`config.mk`:
```
export PLATFORM = sky130hd
export DESIGN_NAME = xret_sequencer
export DESIGN_NICKNAME = d
export VERILOG_FILES = /design/src/rtl/xret_pkg.sv /design/src/rtl/xret_decode.sv /design/src/rtl/xret_addr_gen.sv /design/src/rtl/xret_sr_merge.sv /design/src/rtl/xret_sequencer.sv
export SDC_FILE = /design/constraint.sdc
export NUM_CORES = 1
export LEC_CHECK = 0
export CAP_MARGIN = 0
export CORE_MARGIN = 10
export CORE_UTILIZATION = 49
export DETAILED_ROUTE_END_ITERATION = 7
export DONT_BUFFER_PORTS = 1
export HOLD_SLACK_MARGIN = 0.02
export PLACE_DENSITY = 0.7
export SETUP_SLACK_MARGIN = 0.05
export SLEW_MARGIN = 20
export SYNTH_ARGS = -nofsm -noshare
export SYNTH_HDL_FRONTEND = slang
export SYNTH_SLANG_ARGS = --single-unit
```
`constraint.sdc`:
```
create_clock -name clk_i -period 3.5 [get_ports clk_i]
set_input_delay 0.35 -clock clk_i [delete_from_list [all_inputs] [get_ports clk_i]]
set_output_delay 0.35 -clock clk_i [all_outputs]
set_load 0.05 [all_outputs]
```
`src/rtl/xret_pkg.sv`:
```
package xret_pkg;
  typedef enum logic [2:0] {
    ST_IDLE,
    ST_PCH,
    ST_SR,
    ST_PCL,
    ST_PF0,
    ST_PF1
  } xret_st_e;

  localparam logic [15:0] OPC_XRET_PRIV = 16'h4E73;
  localparam logic [15:0] OPC_XRET_KEEP = 16'h4E77;
  localparam int unsigned SUP_BIT       = 13;
endpackage

```
`src/rtl/xret_decode.sv`:
```
module xret_decode
  import xret_pkg::*;
(
  input  logic [15:0] opcode_i,
  output logic        valid_o,
  output logic        priv_o,
  output logic        keep_o
);
  assign priv_o  = (opcode_i == OPC_XRET_PRIV);
  assign keep_o  = (opcode_i == OPC_XRET_KEEP);
  assign valid_o = priv_o | keep_o;
endmodule

```
`src/rtl/xret_addr_gen.sv`:
```
module xret_addr_gen
  import xret_pkg::*;
#(
  parameter int unsigned DW = 16,
  localparam int unsigned AW = 2 * DW
) (
  input  xret_st_e        st_i,
  input  logic [AW-1:0]   sp_base_i,
  input  logic [AW-1:0]   pc_new_i,
  output logic            req_o,
  output logic [AW-1:0]   addr_o
);
  localparam logic [AW-1:0] WORD_B = AW'(DW / 8);

  // frame is read out of address order: PC high, SR, PC low
  always_comb begin
    req_o  = 1'b1;
    addr_o = '0;
    unique case (st_i)
      ST_PCH:  addr_o = sp_base_i + WORD_B;
      ST_SR:   addr_o = sp_base_i;
      ST_PCL:  addr_o = sp_base_i + 2 * WORD_B;
      ST_PF0:  addr_o = pc_new_i;
      ST_PF1:  addr_o = pc_new_i + WORD_B;
      default: req_o  = 1'b0;
    endcase
  end
endmodule

```
`src/rtl/xret_sr_merge.sv`:
```
module xret_sr_merge #(
  parameter int unsigned DW      = 16,
  parameter int unsigned SUP_POS = 13
) (
  input  logic [DW-1:0] popped_i,
  input  logic          keep_i,
  input  logic          sup_now_i,
  output logic [DW-1:0] sr_o
);
  always_comb begin
    sr_o = popped_i;
    if (keep_i) sr_o[SUP_POS] = sup_now_i;
  end
endmodule

```
`src/rtl/xret_sequencer.sv`:
```
module xret_sequencer
  import xret_pkg::*;
#(
  parameter int unsigned DW = 16,
  localparam int unsigned AW = 2 * DW
) (
  input  logic          clk_i,
  input  logic          rst_ni,
  input  logic          start_i,
  input  logic [15:0]   opcode_i,
  input  logic [DW-1:0] sr_i,
  input  logic [AW-1:0] sp_i,
  output logic          rd_req_o,
  output logic [AW-1:0] rd_addr_o,
  input  logic          rd_ack_i,
  input  logic [DW-1:0] rd_data_i,
  output logic [DW-1:0] sr_o,
  output logic [AW-1:0] pc_o,
  output logic [AW-1:0] sp_o,
  output logic [DW-1:0] pf0_o,
  output logic [DW-1:0] pf1_o,
  output logic          done_o,
  output logic          priv_err_o
);
  localparam logic [AW-1:0] FRAME_B = AW'(3 * (DW / 8));

  xret_st_e      st_q;
  logic [AW-1:0] sp_base_q;
  logic          keep_q, sup_q;
  logic [DW-1:0] pch_q, sr_pop_q, sr_q, pf0_q, pf1_q;
  logic [AW-1:0] pc_q, sp_q;
  logic          done_q, perr_q;

  logic          dec_valid, dec_priv, dec_keep;
  logic          go, priv_fail;
  logic [DW-1:0] sr_merged;
  logic          unused_sr;

  assign unused_sr = ^(sr_i & ~(DW'(1) << SUP_BIT));

  xret_decode i_decode (
    .opcode_i (opcode_i),
    .valid_o  (dec_valid),
    .priv_o   (dec_priv),
    .keep_o   (dec_keep)
  );

  xret_addr_gen #(.DW(DW)) i_addr_gen (
    .st_i      (st_q),
    .sp_base_i (sp_base_q),
    .pc_new_i  (pc_q),
    .req_o     (rd_req_o),
    .addr_o    (rd_addr_o)
  );

  xret_sr_merge #(.DW(DW), .SUP_POS(SUP_BIT)) i_sr_merge (
    .popped_i  (sr_pop_q),
    .keep_i    (keep_q),
    .sup_now_i (sup_q),
    .sr_o      (sr_merged)
  );

  assign go        = start_i && (st_q == ST_IDLE) && dec_valid;
  assign priv_fail = dec_priv && !sr_i[SUP_BIT];

  always_ff @(posedge clk_i or negedge rst_ni) begin
    if (!rst_ni) begin
      st_q      <= ST_IDLE;
      sp_base_q <= '0;
      keep_q    <= 1'b0;
      sup_q     <= 1'b0;
      pch_q     <= '0;
      sr_pop_q  <= '0;
      sr_q      <= '0;
      pc_q      <= '0;
      sp_q      <= '0;
      pf0_q     <= '0;
      pf1_q     <= '0;
      done_q    <= 1'b0;
      perr_q    <= 1'b0;
    end else begin
      done_q <= 1'b0;
      perr_q <= 1'b0;
      unique case (st_q)
        ST_IDLE: if (go) begin
          if (priv_fail) begin
            done_q <= 1'b1;
            perr_q <= 1'b1;
          end else begin
            st_q      <= ST_PCH;
            sp_base_q <= sp_i;
            keep_q    <= dec_keep;
            sup_q     <= sr_i[SUP_BIT];
          end
        end
        ST_PCH: if (rd_ack_i) begin
          pch_q <= rd_data_i;
          st_q  <= ST_SR;
        end
        ST_SR: if (rd_ack_i) begin
          sr_pop_q <= rd_data_i;
          st_q     <= ST_PCL;
        end
        ST_PCL: if (rd_ack_i) begin
          // architectural state commits as one
          sr_q <= sr_merged;
          pc_q <= {pch_q, rd_data_i};
          sp_q <= sp_base_q + FRAME_B;
          st_q <= ST_PF0;
        end
        ST_PF0: if (rd_ack_i) begin
          pf0_q <= rd_data_i;
          st_q  <= ST_PF1;
        end
        ST_PF1: if (rd_ack_i) begin
          pf1_q  <= rd_data_i;
          done_q <= 1'b1;
          st_q   <= ST_IDLE;
        end
        default: st_q <= ST_IDLE;
      endcase
    end
  end

  assign sr_o       = sr_q;
  assign pc_o       = pc_q;
  assign sp_o       = sp_q;
  assign pf0_o      = pf0_q;
  assign pf1_o      = pf1_q;
  assign done_o     = done_q;
  assign priv_err_o = perr_q;
endmodule

```
# After elaboration in Yosys (flattened, before gate mapping)
# Cells that the tools add are included.
# word_totals
word_cells	62
input_bits	84
reg_bits	183
# classes
addsub	4
reduce_logical	13
n_bitwise	2
n_mux	16
eq_ne	14
# ops
cell	count
32-bit one-hot mux with 5 select lines	1
32-bit by 2-bit adder with 32-bit output (second input constant)	2
32-bit by 3-bit adder with 32-bit output (second input constant)	2
16-bit by 15-bit equality test with 1-bit output (second input constant)	2
3-bit 2-to-1 mux	7
3-bit one-hot mux with 6 select lines	1
2-bit inequality test (second input constant)	7
2-bit AND reduction	5
7-bit AND reduction	1
3-bit by 2-bit equality test with 1-bit output (second input constant)	2
3-bit equality test (second input constant)	2
1-bit 2-to-1 mux	6
5-bit OR reduction	1
3-bit by 1-bit equality test with 1-bit output (second input constant)	1
1-bit logical AND	3
3-bit logical NOT	1
3-bit AND reduction	1
1-bit one-hot mux with 2 select lines	1
1-bit logical NOT	1
1-bit NOT	1
1-bit OR	1

# Longest topological paths before layout
# Gate-level depths: netlist of run 1.
# depth
depth_word	5
mapped_depth	12

# By module
# From an unflattened synthesis of run 1, not the netlist that was laid out.
# hier_totals
cells_unflattened	971
hier_area_um2	10490.1
# by_module_without_submodules
module	seq_area_each_um2	n_inst	area_per_inst_um2	cells_each
xret_sequencer	4579.4	1	7405.9	522
xret_addr_gen	0.0	1	2872.8	424
xret_sr_merge	0.0	1	127.6	16
xret_decode	0.0	1	83.8	9

# Worst setup path before layout of run 1
# OpenSTA, ideal clock, no wires.
# synth_timing
path_kind	register to output
from	register st_q[1]
to	output port rd_addr_o[11]
path_stages_with_launch	13
arrival_time_ns	4.187
setup_slack_ns	-1.037
n_path_buf	3
required_ns	3.150
cell_sequence	dfrtp_1 and3b_1 buf_6 clkbuf_1 clkbuf_1 nand2_1 o21ai_0 ha_1 inv_1 a21oi_1 nand2_1 xor2_1 o311ai_0
# synth_via
elab_chain_len	2
# synth_lines
item	line	text
start, declared	xret_sequencer.sv:27	xret_st_e st_q;
start signal, assigned	xret_sequencer.sv:68	st_q <= ST_IDLE;
start signal, assigned	xret_sequencer.sv:90	st_q <= ST_PCH;
start signal, assigned	xret_sequencer.sv:98	st_q <= ST_SR;
3-bit equality test (tied with other cells)	xret_addr_gen.sv:19	unique case (st_i)
32-bit one-hot mux with 5 select lines (*)	xret_addr_gen.sv:19	
end, declared	xret_sequencer.sv:14	output logic [AW-1:0] rd_addr_o,
# Mark *: on every way between the ends. The rest lies on a longest branch, timed or not.

# Worst setup path after layout of run 1
# layout_timing
from	register st_q[0]
to	output port rd_addr_o[31]
# The elaborated chain is that of the path after synthesis.

==> results of run 1 <==
==> synthesized netlist by cell type (2+ instances only) <==
cell type,count
nor2b_1,8
nand2_1,112
buf_2,4
nand4_1,20
nand2b_1,7
o22a_1,2
nand3_1,40
or3_1,3
and2_1,3
or2_2,4
a21boi_0,2
o31ai_1,2
nand3b_1,2
o22ai_1,5
or4_1,5
mux2i_1,24
clkbuf_1,60
and3_1,9
nor3_1,18
and4_1,5
a21oi_1,18
nor3b_1,4
a211oi_1,2
buf_1,9
inv_1,7
a221oi_1,2
mux2_2,145
xor2_1,34
nor2_1,43
ha_1,4
nor4_1,5
xnor2_1,47
a31oi_1,4
o221ai_1,5
a221o_1,3
dfrtp_1,183
o21ai_0,71
a22oi_1,19
==> sequential cells by signal, summed over array words and instances, names as in the netlist, 3 cells and up <==
name / cells
pch_q: 16
sr_pop_q: 16
sp_base_q: 32
pf0_o: 16
pf1_o: 16
sr_o: 16
sp_o: 32
st_q: 3
pc_o: 32
==> final cells by class <==
class                           count  share of cell area
Timing Repair Buffer              112              0.0827
Tap cell                          265              0.0284
Clock inverter                     15              0.0199
Inverter                            7             0.00225
Sequential cell                   183               0.393
Multi-Input combinational cell    697               0.437
Clock buffer                       17              0.0365
==> through the flow <==
step / setup TNS [ns] / instances / cell area [um^2]
finish: 0 / 1296 / 11700
global route: -0.102 / 1296 / 11700
CTS: 0 / 1290 / 11600
detailed placement: 0 / 1253 / 10900
global placement: 0 / 1253 / 10900
floorplan: 0 / 961 / 9940
==> report_power, final <==
part	internal, uW	leakage (uW)	switching [uW]
Combinational	1440	0.00217	2620
Clock	1230	0.000319	918
Sequential	2770	0.00234	1490
Total	5440	0.00482	5030
==> cell families after synthesis <==
logic type	Yosys count	share of synthesized area
simple gates	296	0.146
xor+xnor	81	0.0716
mux	169	0.189
compound gates	147	0.0941
buf+inv	81	0.0320
fa+ha+maj	4	0.00505
flops	183	0.462
==> worst max-delay path, stage by stage, from the launching register on <==
cell      delay (ns)
dfrtp_1         0.40
and3b_2         0.29
or4b_4          0.58
a221oi_4        0.36
or3b_1          0.38
mux2_4          0.28
o221ai_4        0.22
buf_12          0.18
==> final timing paths <==
kind / depth (start not counted) / startpoint / end / slack [ns]
max: 7 / st_q[0]$_DFFE_PN0P_ / rd_addr_o[31] / 0.03
min: 0 / rst_ni / sp_o[4]$_DFFE_PN0P_ / -0.39
max reg2reg: 7 / st_q[1]$_DFFE_PN0P_ / pch_q[11]$_DFFE_PN0P_ / 0.81
min reg2reg: 2 / sup_q$_DFFE_PN0P_ / sup_q$_DFFE_PN0P_ / 0.48
max in group asynchronous: 0 / rst_ni / sp_base_q[3]$_DFFE_PN0P_ / 3.40
min in group clk_i: 1 / sp_i[21] / sp_base_q[21]$_DFFE_PN0P_ / 0.06
==> layer usage <==
metal,wire [um],up-vias,GRT usage
met5,0,-,0
met4,595,0,0.0620
met3,3280,48,0.0796
met2,14200,382,0.362
met1,12200,3886,0.277
li1,-,3523,-
==> repair_timing <==
action	4_1_cts	5_1_grt
gates resized for setup	11	11
buffers inserted	5	6
hold endpoints to repair	183	183
endpoints found under the setup margin	5	9
pin swaps	2	6
==> reports/metrics.csv, run 1 <==
stage;metric;value;unit
pwr;irDropWorstVdd;0.572;mV
worst_setup_path;worstSetupPathType;reg2out;
floorplanning;rows;51;
synth;syn_inst;961;
synth;yosysSeqAreaShare;0.462;
clocking;worstSkewPairLatency;0.44;ns
floorplanning;fp.dieH;162;um
synth;synth_flop_cell;dfrtp_1;
grt;grt_overflow;0;
sta;maxSlewViolCount;0;
sta;fmax;288;MHz
clocking;root_buffer;clkbuf_16;
worst_setup_path;critPathCaptureType;output port;
sta;min_period;3.47;ns
sta;fin_crit_sh;0.993;
sta;max_slew_margin;0.411;
clocking;path_clk_slew;0.08;ns
placement;dp_hpwl;21800;um
sta;rsz0062_at_grt;yes;
cells_and_area;area_growth;17.7;%
synth;yosysTopAreaCell;dfrtp_1;
sta;setup_ws;0.0261;ns
placement;numPortBuffers;0;
cells_and_area;regArea;0.00459;mm^2
cells_and_area;layout.nets;1106;
grt;grt.total_usage;0.224;
synth;synth-async-reset-ratio;1.00;
cells_and_area;antenna_cells;0;
worst_hold_path;hold_class;in2async;
synth;yosys-top-cells-area;dfrtp_1 (46%), mux2_2 (16%), nand2_1 (4.2%);
cells_and_area;final_cell_mix;dfrtp_1 (178), mux2_2 (144), nand2_1 (112), buf_4 (100), o21ai_0 (53);
sta;tightest_slew;0.881;ns
drt;antenna_left;0;
drt;drt-initial-drc-count;644;
cells_and_area;multi_input_area;0.00509;mm^2
synth;syn-mean-instance-area;10.3;um^2
placement;gp_congestion;0.872;
pwr;leakage;0.00482;uW
worst_setup_path;worstPathArrival;3.12;ns
cells_and_area;final_common_cell;dfrtp_1;
synth;synth_nets;1049;
cells_and_area;final_util;0.593;
sta;skew;0.0139;ns
drt;routed_wl;30200;um
grt;grt_pass1_vias;7757;
sta;whs;-0.392;ns
synth;ys_seq_elements;183;
grt;antenna_found_initial;0;
drt;viasPerCell;6.05;
synth;synthesis.area;0.00991;mm^2
floorplanning;io_pins;231;
floorplanning;die_area;0.0263;mm^2
clocking;cts_sinks;183;
cells_and_area;layout-drive-gt1-share;0.310;
synth;ys.warnings.count;0;
sta;setup_viol;0;
clocking;tritoncts;built;
worst_setup_path;start_kind;flip-flop;
placement;place_ws;0.270;ns
drt;vias;7839;
synth;synth_edf_count;0;
grt;grt_max_degree;184;
floorplanning;core_area;0.0197;mm^2
worst_setup_path;worstPathRequired;3.15;ns
sta;finalHoldViolCount;183;
clocking;cts_made_buffers;17;
run_status;violations;hold timing;
run_status;run_status;finished with violations;
grt;grt_pass1_wl;46300;um
floorplanning;floorplan.die.width;162;um
floorplanning;initial_utilization;0.504;
clocking;htreeDepth;4;
drt;firstDrtPassIters;6;
run;cap_violations;0;
synth;synth_top_area_share;0.462;
drt;drc;0;
synth;ys_types;59;
pwr;power;10500;uW
worst_setup_path;crit_fanout;7;
cells_and_area;fill_cells;1706;
drt;avgRoutedWirePerCell;23.3;um
clocking;clk_path_buf_depth;2;
pwr;power.density;898;mW/mm^2
(Power assumes the default switching activity.)
==> inputs of run 2 (changes only) <==
--- a/config.mk
+++ b/config.mk
@@ -12,7 +12,7 @@
 export DONT_BUFFER_PORTS = 1
 export HOLD_SLACK_MARGIN = 0.02
 export PLACE_DENSITY = 0.7
-export SETUP_SLACK_MARGIN = 0.05
+export SETUP_SLACK_MARGIN = 0.5
 export SLEW_MARGIN = 20
 export SYNTH_ARGS = -nofsm -noshare
 export SYNTH_HDL_FRONTEND = slang
==> run 2 against run 1 <==
Against the previous run: the flow still finishes with violations (hold timing); critical endpoint unchanged; cell count up 1.5%; sequential cell count stayed put; fmax increased by 1.3%; routed wire length rose by 2.5%; setup slack gained 0.046 ns; via count up 0.24%; critical path type unchanged; count of clock-buffer cells in the layout up 3; highest routed layer unchanged; combinational power rose by 6.2%; critical path depth stayed put.
==> reports/metrics.csv, run 2 (synthesis results as in run 1) <==
stage;metric;value;unit
pwr;p_comb_frac;0.407;
clocking;htreeDepth;4;
floorplanning;fp.dieH;162;um
placement;dp_hpwl;22000;um
grt;grt_max_degree;184;
clocking;tritoncts;built;
sta;whs;-0.387;ns
pwr;leakage;0.00508;uW
cells_and_area;final_cell_mix;dfrtp_1 (172), mux2_2 (144), nand2_1 (110), buf_4 (94), o21ai_0 (50);
worst_setup_path;worstPathRequired;3.15;ns
clocking;root_buffer;clkbuf_16;
drt;drc;0;
run_status;run_status;finished with violations;
drt;drt-initial-drc-count;772;
run;cap_violations;0;
sta;setup_viol;0;
worst_hold_path;hold_class;in2async;
grt;grt_pass1_wl;47900;um
cells_and_area;layout-drive-gt1-share;0.357;
pwr;power.share.clock;0.186;
placement;gp_congestion;0.921;
cells_and_area;finalNonFillerCells;1315;
cells_and_area;fill_cells;1627;
pwr;p_switching;5070;uW
sta;maxSlewViolCount;0;
worst_setup_path;crit_fanout;5;
worst_setup_path;worstSetupPathType;reg2out;
floorplanning;rows;51;
cells_and_area;regArea;0.00459;mm^2
cells_and_area;area_growth;23.3;%
sta;max_slew_margin;0.339;
grt;grt_pass1_vias;8048;
sta;fmax;292;MHz
worst_setup_path;r2r_slack;0.68;ns
pwr;power.share.sequential;0.407;
floorplanning;initial_utilization;0.504;
sta;finalHoldViolCount;183;
drt;vias;7858;
sta;min_period;3.43;ns
cells_and_area;layout.nets;1125;
worst_setup_path;critPathCaptureType;output port;
floorplanning;floorplan.die.width;162;um
drt;firstDrtPassIters;6;
clocking;clk_path_buf_depth;2;
clocking;cts_sinks;183;
sta;tightest_slew;0.984;ns
clocking;worstSkewPairLatency;0.43;ns
pwr;power.density;865;mW/mm^2
grt;grt_overflow;0;
floorplanning;die_area;0.0263;mm^2
floorplanning;io_pins;231;
drt;avgRoutedWirePerCell;23.5;um
sta;rsz0062_at_grt;yes;
grt;antenna_found_initial;1;
sta;skew;0.00765;ns
drt;routed_wl;30900;um
drt;antenna_left;0;
clocking;path_clk_slew;0.07;ns
worst_setup_path;reg2reg_from;st_q[2]$_DFFE_PN0P_;
worst_setup_path;r2r_end;sp_base_q[12]$_DFFE_PN0P_;
worst_setup_path;reg2reg_depth;8;
worst_setup_path;worstPathArrival;3.08;ns
drt;viasPerCell;5.98;
grt;grt.total_usage;0.231;
sta;setup_tns;0;ns
clocking;cts_made_buffers;17;
run_status;violations;hold timing;
pwr;p_int;5500;uW
pwr;p_sw_frac;0.480;
pwr;irDropWorstVdd;0.631;mV
cells_and_area;final_common_cell;dfrtp_1;
worst_setup_path;start_kind;flip-flop;
cells_and_area;multi_input_area;0.00530;mm^2
placement;numPortBuffers;0;
sta;fin_crit_sh;0.980;
floorplanning;core_area;0.0197;mm^2
placement;placed_cells;1256;
==> run 2: cell types whose count changed in the layout (fill, tap and decap cells not counted), moves of 3 or more <==
cell / delta
buf_12: +16
dfrtp_1: -6
o21ai_2: +12
o21ai_1: -10
o21ai_0: -3
buf_4: -6
dfrtp_2: +6
xor2_2: +3
xor2_1: -3
buf_6: +7
==> run 2: timing repair <==
item | 4_1_cts | 5_1_grt
resized for setup | 48 | 13
pin swaps | 24 | 14
setup buffers | 21 | 5
hold endpoints to repair | 183 | 183
cloned | 1 | 0
setup endpoints to repair | 24 | 23
==> run 2: per-stage QoR <==
stage          total power, uW  instance area [um^2]  worst slack (ns)  utilization
2_1_floorplan             6960                 10000             0.407            -
3_3_place_gp              8360                 11100             0.409        0.567
3_5_place_dp              8460                 11100             0.397        0.567
4_1_cts                  10600                 12100            0.0981        0.616
5_1_grt                  11000                 12200         -0.000372        0.621
6_report                 10600                 12200            0.0717        0.622
==> run 2: worst max-delay path by stage <==
stage,startpoint,endpoint,depth (start not counted)
after global routing,st_q[1]$_DFFE_PN0P_,rd_addr_o[31],11
final,st_q[0]$_DFFE_PN0P_,rd_addr_o[31],7
after detailed placement,st_q[1]$_DFFE_PN0P_,rd_addr_o[27],12
after global placement,sp_base_q[8]$_DFFE_PN0P_,rd_addr_o[27],8
after floorplan,st_q[1]$_DFFE_PN0P_,rd_addr_o[31],12
after CTS,st_q[2]$_DFFE_PN0P_,rd_addr_o[31],7
==> run 2: metal layers <==
metal | share of wire | global-route usage | vias up
met4 | 0.019 | 0.0629 | 0
met2 | 0.47 | 0.373 | 396
met1 | 0.40 | 0.288 | 3846
li1 | - | - | 3562
met3 | 0.11 | 0.0814 | 54
met5 | 0 | 0 | -
==> run 2: critical path: stages (launching register included) <==
cell	delay [ns]
dfrtp_1	0.41
and3b_2	0.25
or4b_4	0.54
a221oi_4	0.40
or3b_1	0.39
mux2_4	0.28
o221ai_4	0.20
buf_12	0.18
==> run 2: final cells by class <==
cell class	count	share of cell area
diodes	1	0.000205
repair buffers	131	0.112
clock inverters	11	0.0112
clock buffers	20	0.0374
inverters	7	0.00215
flip-flops and latches	183	0.376
multi-input cells	697	0.434
well taps	265	0.0271
==> run 2: power by group through the flow <==
| stage | clock [uW] | combinational [uW] | sequential (uW) |
|---|---|---|---|
| 6_report | 1970 | 4310 | 4300 |
| 3_3_place_gp | 0 | 4030 | 4330 |
| 3_5_place_dp | 0 | 4110 | 4350 |
| 2_1_floorplan | 0 | 2040 | 4920 |
| 5_1_grt | 2090 | 4520 | 4400 |
| 4_1_cts | 2000 | 4250 | 4310 |
==> inputs of run 3 (changes only) <==
--- a/config.mk
+++ b/config.mk
@@ -8,10 +8,12 @@
 export CAP_MARGIN = 0
 export CORE_MARGIN = 10
 export CORE_UTILIZATION = 49
+export CTS_CLUSTER_SIZE = 10
 export DETAILED_ROUTE_END_ITERATION = 7
 export DONT_BUFFER_PORTS = 1
 export HOLD_SLACK_MARGIN = 0.02
 export PLACE_DENSITY = 0.7
+export RECOVER_POWER = 50
 export SETUP_SLACK_MARGIN = 0.5
 export SLEW_MARGIN = 20
 export SYNTH_ARGS = -nofsm -noshare
==> run 3 against run 2 <==
Against the previous run: the run still ends with hold timing left; cell count unchanged; critical path depth is the same; clock power barely moved; sequential power is essentially flat; clock skew is 0.00074 ns higher; setup slack worse by 0.0042 ns; combinational power shrank 3%; critical endpoint unchanged; highest routed layer unchanged.
==> reports/metrics.csv, run 3 (synthesis results as in run 1) <==
stage;metric;value;unit
run_status;run_status;finished with violations;
run_status;violations;hold timing;
clocking;tritoncts;built;
sta;skew;0.00840;ns
drt;drt-initial-drc-count;804;
placement;placed_cells;1256;
pwr;power.density;862;mW/mm^2
cells_and_area;finalNonFillerCells;1315;
clocking;worstSkewPairLatency;0.43;ns
sta;whs;-0.388;ns
worst_setup_path;start_kind;flip-flop;
clocking;cts_sinks;183;
cells_and_area;area_growth;22.3;%
cells_and_area;fin_area;0.0121;mm^2
clocking;clk_path_buf_depth;2;
drt;antenna_left;0;
grt;grt.total_usage;0.231;
sta;min_period;3.43;ns
worst_setup_path;crit_fanout;5;
placement;dpl_cell_area;0.0111;mm^2
placement;gp_congestion;0.921;
clocking;path_clk_slew;0.07;ns
cells_and_area;final_common_cell;dfrtp_1;
floorplanning;rows;51;
worst_setup_path;worstPathArrival;3.08;ns
worst_setup_path;worstSetupPathType;reg2out;
drt;drc;0;
cells_and_area;final_cell_mix;dfrtp_1 (172), mux2_2 (144), nand2_1 (110), buf_4 (67), o21ai_0 (50);
pwr;irDropWorstVdd;0.632;mV
grt;grt_pass1_vias;8048;
grt;antenna_found_initial;1;
sta;maxSlewViolCount;0;
floorplanning;floorplan.die.width;162;um
drt;routed_wl;30900;um
worst_setup_path;slowest_delay;0.54;ns
worst_hold_path;hold_class;in2async;
clocking;htreeDepth;4;
worst_setup_path;worstPathRequired;3.15;ns
floorplanning;core_area;0.0197;mm^2
sta;finalHoldViolCount;183;
drt;avgRoutedWirePerCell;23.5;um
drt;firstDrtPassIters;6;
worst_setup_path;path_cells;and3b_2 -> or4b_4 -> a221oi_4 -> or3b_1 -> mux2_4 -> o221ai_4 -> buf_12;
sta;rsz0062_at_grt;yes;
worst_setup_path;crit_family;simple AND/OR/NAND/NOR gates;
grt;grt_pass1_wl;47900;um
grt;grt_max_degree;184;
worst_setup_path;reg2reg_from;st_q[1]$_DFFE_PN0P_;
floorplanning;initial_utilization;0.504;
placement;numPortBuffers;0;
worst_setup_path;slowest_stage;or4b_4;
floorplanning;fp.dieH;162;um
grt;grt_overflow;0;
worst_setup_path;crit_buf_inv;1;
floorplanning;die_area;0.0263;mm^2
drt;vias;7896;
sta;fin_crit_sh;0.981;
run;cap_violations;0;
pwr;leakage;0.00498;uW
worst_setup_path;critPathCaptureType;output port;
cells_and_area;layout-drive-gt1-share;0.332;
clocking;root_buffer;clkbuf_16;
clocking;cts_made_buffers;17;
sta;max_slew_margin;0.289;
floorplanning;io_pins;231;
placement;dp_hpwl;22000;um
cells_and_area;layout.nets;1125;
sta;fmax;291;MHz
sta;setup_viol;0;
sta;tightest_slew;1.07;ns
worst_setup_path;worstSetupStartpoint;st_q[0]$_DFFE_PN0P_;
drt;viasPerCell;6.00;
-- run 3: final timing paths --
path                       cells after the start  slack, ns                        end
setup / recovery                               7       0.07              rd_addr_o[31]
hold / removal                                 0      -0.39        sp_o[9]$_DFFE_PN0P_
setup reg to reg                               8       0.73       pch_q[9]$_DFFE_PN0P_
hold reg to reg                                2       0.49          sup_q$_DFFE_PN0P_
max in group asynchronous                      0       3.61  sp_base_q[22]$_DFFE_PN0P_
min in group clk_i                             2       0.05         keep_q$_DFFE_PN0P_
-- run 3: per-layer routing --
layer,vias to the layer above,wire length [um],GRT usage
met2,417,14600,0.373
li1,3563,-,-
met1,3869,12400,0.288
met3,47,3380,0.0814
met5,-,0,0
met4,0,591,0.0629
-- run 3: worst register-to-register path, cell delays in order, from the launching register on --
cell and delay (ns):
dfrtp_1 0.40, buf_4 0.14, buf_4 0.13, buf_4 0.16, inv_1 0.28, nand2_1 0.12, nor2_1 0.30, and2_1 0.71
mux2_2 0.42
-- run 3: final cells by class --
cell class                 count  area (um^2)
fill                        1656         7540
inverter                       7         26.3
multi-input combinational    697         5300
clock inverter                11          136
antenna                        1         2.50
tap                          265          332
clock buffer                  20          457
timing repair buffer         131         1260
sequential                   183         4590
-- run 3: stage by stage --
step	setup TNS [ns]	utilization	total power [uW]	setup WS [ns]
6_report	0	0.616	10400	0.0675
5_1_grt	-0.0000298	0.616	10900	-0.0000298
4_1_cts	0	0.616	10600	0.0981
3_5_place_dp	0	0.567	8460	0.397
3_3_place_gp	0	0.567	8360	0.409
2_1_floorplan	0	-	6960	0.407
-- run 3: where the power goes --
group          total [uW]  switching, uW  internal, uW  leakage (uW)
Sequential           4300           1520          2780       0.00233
Clock                1970            866          1110      0.000295
Combinational        4170           2690          1480       0.00235
-- run 3: timing repair --
item                                    CTS  global route
buffers inserted                         21             5
endpoints found under the setup margin   24            23
cloned                                    1             0
resized for setup                        48            13
endpoints found under the hold margin   183           183
pin swaps                                24            14
